### src/rtl/fdp_pkg.sv
package fdp_pkg;
    typedef enum logic [1:0] {
        MODE_TOGGLE     = 2'b00,
        MODE_DATA_PROG  = 2'b01,
        MODE_DATA_ERASE = 2'b10,
        MODE_SECID      = 2'b11
    } poll_mode_e;

    typedef enum logic [1:0] {
        ST_IDLE,
        ST_POLL,
        ST_SETTLE,
        ST_FINAL
    } poll_state_e;
endpackage

### src/rtl/fdp_status_eval.sv
module fdp_status_eval
    import fdp_pkg::*;
(
    input  poll_mode_e mode_i,
    input  logic       tog_bit_i,
    input  logic       dp_bit_i,
    input  logic       exp_dp_bit_i,
    input  logic       prev_tog_i,
    input  logic       prev_ok_i,
    output logic       hit_o
);
    always_comb begin
        unique case (mode_i)
            MODE_DATA_PROG:  hit_o = (dp_bit_i == exp_dp_bit_i);
            MODE_DATA_ERASE: hit_o = dp_bit_i;
            default:         hit_o = prev_ok_i && (tog_bit_i == prev_tog_i);
        endcase
    end
endmodule

### src/rtl/fdp_counter.sv
module fdp_counter #(
    parameter int unsigned MAX_VAL = 15,
    localparam int unsigned CW     = $clog2(MAX_VAL + 1)
) (
    input  logic          clk,
    input  logic          rst_n,
    input  logic          clr_i,
    input  logic          inc_i,
    output logic [CW-1:0] cnt_o
);
    localparam logic [CW-1:0] LIMIT = CW'(MAX_VAL);

    logic [CW-1:0] cnt_d, cnt_q;

    always_comb begin
        cnt_d = cnt_q;
        if (clr_i)
            cnt_d = '0;
        else if (inc_i && cnt_q != LIMIT)
            cnt_d = cnt_q + 1'b1;
    end

    always_ff @(posedge clk or negedge rst_n) begin
        if (!rst_n) cnt_q <= '0;
        else        cnt_q <= cnt_d;
    end

    assign cnt_o = cnt_q;
endmodule

### src/rtl/flash_done_poller.sv
module flash_done_poller
    import fdp_pkg::*;
#(
    parameter int unsigned DATA_W        = 16,
    parameter int unsigned TOG_BIT       = 6,
    parameter int unsigned DP_BIT        = 7,
    parameter int unsigned CONFIRM_READS = 2,
    parameter int unsigned SETTLE_CYC    = 50,
    parameter int unsigned TIMEOUT_CYC   = 1024
) (
    input  logic              clk,
    input  logic              rst_n,
    input  logic              start_i,
    input  logic [1:0]        mode_i,
    input  logic [DATA_W-1:0] exp_data_i,
    output logic              rd_req_o,
    input  logic              rd_ack_i,
    input  logic [DATA_W-1:0] rd_data_i,
    output logic              done_o,
    output logic              pass_o,
    output logic              timeout_o
);
    localparam int unsigned HIT_W = $clog2(CONFIRM_READS + 2);
    localparam int unsigned TMO_W = $clog2(TIMEOUT_CYC + 1);
    localparam int unsigned SET_W = $clog2(SETTLE_CYC + 1);
    localparam logic [HIT_W-1:0] CONF_LIM = HIT_W'(CONFIRM_READS);
    localparam logic [TMO_W-1:0] TMO_LIM  = TMO_W'(TIMEOUT_CYC);
    localparam logic [SET_W-1:0] SET_LAST = SET_W'(SETTLE_CYC - 1);

    typedef struct packed {
        poll_state_e       st;
        poll_mode_e        mode;
        logic [DATA_W-1:0] exp;
        logic              prev_tog;
        logic              prev_ok;
        logic [HIT_W-1:0]  hits;
        logic              req;
        logic              done;
        logic              pass;
        logic              tmo;
    } poll_regs_t;

    poll_regs_t r_d, r_q;

    logic             hit;
    logic [TMO_W-1:0] timer_cnt;
    logic [SET_W-1:0] settle_cnt;

    fdp_status_eval u_eval (
        .mode_i       (r_q.mode),
        .tog_bit_i    (rd_data_i[TOG_BIT]),
        .dp_bit_i     (rd_data_i[DP_BIT]),
        .exp_dp_bit_i (r_q.exp[DP_BIT]),
        .prev_tog_i   (r_q.prev_tog),
        .prev_ok_i    (r_q.prev_ok),
        .hit_o        (hit)
    );

    // cycles spent polling, cleared while idle
    fdp_counter #(.MAX_VAL(TIMEOUT_CYC)) u_timer (
        .clk   (clk),
        .rst_n (rst_n),
        .clr_i (r_q.st == ST_IDLE),
        .inc_i (r_q.st == ST_POLL),
        .cnt_o (timer_cnt)
    );

    // settle interval, cleared while polling
    fdp_counter #(.MAX_VAL(SETTLE_CYC)) u_settle (
        .clk   (clk),
        .rst_n (rst_n),
        .clr_i (r_q.st == ST_POLL),
        .inc_i (r_q.st == ST_SETTLE),
        .cnt_o (settle_cnt)
    );

    always_comb begin
        r_d      = r_q;
        r_d.done = 1'b0;
        unique case (r_q.st)
            ST_IDLE: begin
                if (start_i) begin
                    r_d.st      = ST_POLL;
                    r_d.mode    = poll_mode_e'(mode_i);
                    r_d.exp     = exp_data_i;
                    r_d.prev_ok = 1'b0;
                    r_d.hits    = '0;
                    r_d.req     = 1'b1;
                end
            end
            ST_POLL: begin
                if (rd_ack_i) begin
                    r_d.prev_tog = rd_data_i[TOG_BIT];
                    r_d.prev_ok  = 1'b1;
                    r_d.hits     = hit ? r_q.hits + 1'b1 : '0;
                    if (hit && r_q.hits == CONF_LIM) begin
                        r_d.st  = ST_SETTLE;
                        r_d.req = 1'b0;
                    end else if (timer_cnt >= TMO_LIM) begin
                        r_d.st   = ST_IDLE;
                        r_d.req  = 1'b0;
                        r_d.done = 1'b1;
                        r_d.pass = 1'b0;
                        r_d.tmo  = 1'b1;
                    end
                end
            end
            ST_SETTLE: begin
                if (settle_cnt == SET_LAST) begin
                    r_d.st  = ST_FINAL;
                    r_d.req = 1'b1;
                end
            end
            ST_FINAL: begin
                if (rd_ack_i) begin
                    r_d.st   = ST_IDLE;
                    r_d.req  = 1'b0;
                    r_d.done = 1'b1;
                    r_d.pass = (rd_data_i == r_q.exp);
                    r_d.tmo  = 1'b0;
                end
            end
            default: r_d.st = ST_IDLE;
        endcase
    end

    always_ff @(posedge clk or negedge rst_n) begin
        if (!rst_n) r_q <= '0;
        else        r_q <= r_d;
    end

    assign rd_req_o  = r_q.req;
    assign done_o    = r_q.done;
    assign pass_o    = r_q.pass;
    assign timeout_o = r_q.tmo;
endmodule


### config.mk
export PLATFORM = sky130hd
export DESIGN_NAME = flash_done_poller
export DESIGN_NICKNAME = d
export VERILOG_FILES = /design/src/rtl/fdp_pkg.sv /design/src/rtl/fdp_status_eval.sv /design/src/rtl/fdp_counter.sv /design/src/rtl/flash_done_poller.sv
export SDC_FILE = /design/constraint.sdc
export NUM_CORES = 1
export LEC_CHECK = 0
export CORE_MARGIN = 5
export CORE_UTILIZATION = 50
export CTS_BUF_LIST = sky130_fd_sc_hd__clkbuf_8
export DETAILED_ROUTE_END_ITERATION = 16
export DONT_BUFFER_PORTS = 1
export GPL_TIMING_DRIVEN = 0
export HOLD_SLACK_MARGIN = 0.03
export PLACE_DENSITY = 0.73
export SETUP_SLACK_MARGIN = 0.15
export SLEW_MARGIN = 20
export SYNTH_ARGS = -nofsm -noshare
export SYNTH_HDL_FRONTEND = slang
export SYNTH_SLANG_ARGS = --single-unit
### constraint.sdc
create_clock -name clk -period 1.7 [get_ports clk]
set_input_delay 0.255 -clock clk [delete_from_list [all_inputs] [get_ports clk]]
set_output_delay 0.255 -clock clk [all_outputs]
set_load 0.01 [all_outputs]
# Word-level counts from Yosys, hierarchy flattened
# Index checks and enable logic that the tools add are counted.
# totals
regBits	45
input_bits	38
out_inout_bits	4
# classes
n_addsub	3
order_cmp	1
n_eq_ne	19
n_mux	23
reduce_logical	14
# op_table
operator	n
$mux 11	2
$mux 20	1
$eq 16x16->1	1
$mux 2	6
$mux 4	3
$mux 6	2
$ne 2x2->1 const B	6
$pmux 3 s2	2
$add 11x1->11 const B	1
$ge 11x11->1 const B	1
$ne 11x11->1 const B	1
$reduce_and 5->1	2
$eq 2x2->1 const B	4
$pmux 2 s4	1
$reduce_bool 2->1	4
$mux 7	1
$add 6x1->6 const B	1
$eq 6x6->1 const B	1
$ne 6x6->1 const B	1
$eq 2x1->1 const B	2
$logic_and 1x1->1	4
$pmux 1 s4	1
$reduce_and 2->1	2
$mux 3	1
7 further kinds	9

# Longest topological paths before layout
# logic_depth
word_depth	7
ltp_mapped	6

# Modules after synthesis
# Synthesis repeated with hierarchy kept, for this count alone.
# unflattened
hier_cells	224
area_unflattened_um2	2417.3
# modules_own_cells
module	n_inst	cells_each	area_per_inst_um2	seq_area_each_um2
flash_done_poller	1	107	1331.3	700.7
fdp_counter at u_timer	1	69	649.4	275.3
fdp_counter at u_settle	1	38	360.3	150.1
fdp_status_eval	1	10	76.3	0.0

# Least setup slack after synthesis
# No wires, ideal clock.
# synth_timing
path_type	register -> register
from	register u_timer.cnt_q[4] (netlist: u_timer.cnt_o[4])
to	register u_timer.cnt_q[6] (netlist: u_timer.cnt_o[6])
setup_time_ns	0.120
t_arrival_ns	1.344
required_ns	1.580
path_slack_ns	0.236
path_stages_with_launch	6
n_path_buf	1
path_cell_list	dfrtp_1 nor4_1 a41o_1 buf_2 a21oi_1 a31o_2
# synth_via
elab_chain_cells	3
# synth_rtl
element	line	text
start: declaration	fdp_counter.sv:13	logic [CW-1:0] cnt_d, cnt_q;
start signal: assignment	fdp_counter.sv:25	else cnt_q <= cnt_d;
$add 11x1->11 / $ne 11x11->1 (equally long branches)	fdp_counter.sv:20, fdp_counter.sv:19	
$mux 11 / $logic_and 1x1->1 (equally long branches)	fdp_counter.sv:19	else if (inc_i && cnt_q != LIMIT)
$mux 11 / $reduce_bool 2->1 (equally long branches)	--	
# Several ways; a longest one is shown, not always the timed one. The select of a mux whose other input is x is not followed.
# A chain may end at the register's enable or synchronous reset.

# Final worst setup path
# layout_timing
from	register r_q[25] (netlist bit)
to	register r_q (netlist bit pass_o)
# layout_via
elab_chain_cells	5
# layout_rtl
element	line	text
start: declaration	flash_done_poller.sv:43	poll_regs_t r_d, r_q;
start signal: assignment	flash_done_poller.sv:129	else r_q <= r_d;
$eq 2x2->1 / $eq 2x1->1 (equally long branches)	fdp_status_eval.sv:13	unique case (mode_i)
$pmux 1 s2 *	fdp_status_eval.sv:13	
$logic_and 1x1->1 *	flash_done_poller.sv:96	if (hit && r_q.hits == CONF_LIM) begin
$ne 2x2->1 (no line) *	--	
$reduce_and 5->1 (no line) *	--	
# Mark *: on every way between the ends. The rest lies on a longest branch, timed or not.

==> flow_summary.json <==
{
  "status": "finished clean",
  "synth_edf_count": 0,
  "drt_iter0_markers": 176,
  "layout-drive-gt1-share_pct": 21.5,
  "clk_latency_ps": 300,
  "setup_slack_ps": 161,
  "wl_per_cell_um": 16.2,
  "stdcell_count": 334,
  "netlist_instances": 261,
  "fmax_mhz": 650,
  "netlist_area_um2": 2400,
  "placement_rows": 25,
  "period_needed_ps": 1540,
  "ys_seq_area_share_pct": 47.0,
  "preCtsSetupSlack_ps": -76.2,
  "switchingPower_uw": 1560,
  "drtAntennaViolNets": 0,
  "num_vias": 1887,
  "cp-startpoint": "r_q[25]",
  "rsz0062_at_grt": "yes",
  "clk_path_buf_depth": 2,
  "die-width_um": 79.2,
  "grt_pass1_vias": 1887,
  "synthDistinctLibCells": 45,
  "vias_per_cell": 5.65,
  "crit_fanout": 4,
  "end_kind": "flop",
  "seq_power_share_pct": 42.9,
  "core_um2": 4690,
  "synth_top_flop_cell": "dfrtp_1",
  "p_int_uw": 2470,
  "path_cells": "buf_6 -> ha_4 -> nand2b_4 -> a221oi_2 -> o311ai_4 -> o31ai_2",
  "synthArstFlopShare_pct": 100,
  "antenna_found_initial": 1,
  "grt_pass1_wl_mm": 9.03,
  "cts_buffers": 5,
  "synth_top_area_cell": "dfrtp_1",
  "tightest_slew_ps": 303,
  "dp_cells": 315,
  "die-area_um2": 6280,
  "tritoncts": "done",
  "synth.net_count": 307,
  "final_common_cell": "nand2_1",
  "start_util_pct": 51.1,
  "slowest_delay_ps": 410,
  "yosys_warnings": 0,
  "synth.avg_cell_area_um2": 9.18,
  "postLayoutCellArea_um2": 2860,
  "portBuffers": 0,
  "fill_cells": 378,
  "critical_path_arrival_ps": 1720,
  "globalplace.congestion": 0.800,
  "period_share_pct": 90.5,
  "power_density_nw_per_um2": 1410,
  "path_class": "flop to flop",
  "required_ps": 1880,
  "cts_root_buf": "clkbuf_8",
  "drcViolationCount": 0,
  "dieHeight_um": 79.2,
  "dpl-instance-area_um2": 2460,
  "skew_ps": 10.2,
  "rr_startpoint": "r_q[25]",
  "maxCapViolCount": 0,
  "vdd_drop_max_v": 0.000758,
  "layout.nets": 324,
  "synth_area_leaders": "dfrtp_1 (47%), nand2_1 (10%), xor2_1 (6.9%)",
  "clkSinkCount": 45,
  "clockPowerShare_pct": 16.6,
  "wirelength_mm": 5.42,
  "synth_top_area_share_pct": 47.0,
  "maxSlewViolCount": 0,
  "worst-r2r-cell-count": 6,
  "grt_max_degree": 46,
  "leakage_uw": 0.00134,
  "slew_headroom_pct": 79.8,
  "cp-start-kind": "flop",
  "hold_viol": 0,
  "layout_common_cells": "nand2_1 (62), dfrtp_1 (43), xor2_1 (19)",
  "h-tree-depth": 2,
  "gr-usage-all-layers_pct": 18.4,
  "syn_to_final_growth_pct": 19.4,
  "post-dp-hpwl_mm": 3.56,
  "hp-class": "input port to flop",
  "synth-seq-cells": 45,
  "first_pass_iters": 4,
  "clk_pin_slew_ps": 90,
  "hp-start": "exp_data_i[12]",
  "pwr-share-comb_pct": 40.5,
  "overflow": 0,
  "holdPathStages": 2,
  "setup_viol": 0,
  "critPathSlowestCell": "dfrtp_1",
  "pin_count": 42,
  "p_sw_share_pct": 38.7
}
==> timing repair <==
action / 4_1_cts / 5_1_grt
gates resized for setup: 16 / 35
endpoints found under the setup margin: 33 / 40
pin swaps: 2 / 7
endpoints found under the hold margin: 45 / 0
hold buffers: 2 / 0
setup buffers: 3 / 5
==> critical path: cells and delay by family, from the launching register on <==
kind | cells | cell delay [ps]
and+or+nand+nor | 1 | 120
DFF | 1 | 410
buffers and inverters | 1 | 130
AOI/OAI and AO/OA | 3 | 490
adders and majority gates | 1 | 280
==> power by group through the flow <==
| stage | clock network [uW] | registers (uW) | logic, uW |
|---|---|---|---|
| after floorplan | 0 | 1640 | 945 |
| after global routing | 731 | 1770 | 1840 |
| final | 670 | 1730 | 1630 |
| after CTS | 681 | 1680 | 1300 |
| after detailed placement | 0 | 1690 | 1140 |
| after global placement | 0 | 1690 | 1100 |
==> per-stage QoR <==
step	hold slack, ps	setup TNS (ps)	util [%]	power, uW
after floorplan	-40.6	0	-	2580
after global placement	-39.2	-766	52.5	2790
after detailed placement	-39.3	-700	52.5	2840
after CTS	46.8	0	56.9	3660
after global routing	46.0	0	61.0	4340
final	46.4	0	61.0	4030
==> synth_stat cells, drive strengths merged (2+ instances only) <==
cell	number
a21o	3
a21oi	2
and2	2
and3	2
buf	4
clkbuf	3
dfrtp	45
ha	8
inv	15
mux2i	4
nand2	64
nand2b	3
nand3	17
nand4	3
nor2	8
nor2b	2
nor3	6
nor3b	3
nor4	5
o21ai	13
o221ai	2
o2bb2ai	3
o31ai	5
or2	2
or3	2
xnor2	2
xor2	19
==> state kept, by name, indices dropped and copies added, names as in the netlist, named ones only <==
| name | cells |
|---|---|
| done_o | 1 |
| pass_o | 1 |
| r_q | 23 |
| rd_req_o | 1 |
| timeout_o | 1 |
| u_settle.cnt_o | 6 |
| u_timer.cnt_o | 11 |
==> area by class of cell <==
type                       instances  area, um2  area share (%)
multi-input combinational        194       1370            47.7
sequential                        45       1130            39.4
timing repair buffer              10        101            3.54
clock buffer                       5       68.8            2.40
tap                               54       67.6            2.36
inverter                          15       56.3            1.97
buffer                             7       52.6            1.84
clock inverter                     3       18.8           0.656
antenna                            1       2.50          0.0875
==> per-layer routing <==
layer  wire length [um]  vias to the layer above  global-route usage, %
li1                   -                      936                      -
met1               2390                      909                   24.1
met2               2680                       36                   29.1
met3                288                        6                   5.33
met4                 55                        0                   6.19
met5                  0                        -                      0
==> cell families (layout without fill, tap and decap cells) <==
family	after synthesis	after routing	share of synthesized area, %
simple gates	121	121	23.6
flops	45	45	47.0
compound gates	39	39	11.5
buf+inv	22	40	3.97
xor+xnor	21	21	7.68
fa+ha+maj	8	8	4.18
mux	5	5	2.14
other cells	0	1	0
==> final timing paths <==
check | slack, ps | endpoint
worst max-delay path | 160 | pass_o
worst min-delay path | 50 | r_q[20]
worst max register to register | 160 | pass_o
worst min register to register | 500 | r_q[10]
max in group asynchronous | 1010 | u_settle.cnt_o[0]
min in group asynchronous | 460 | r_q[26]
(Power assumes the default switching activity.)
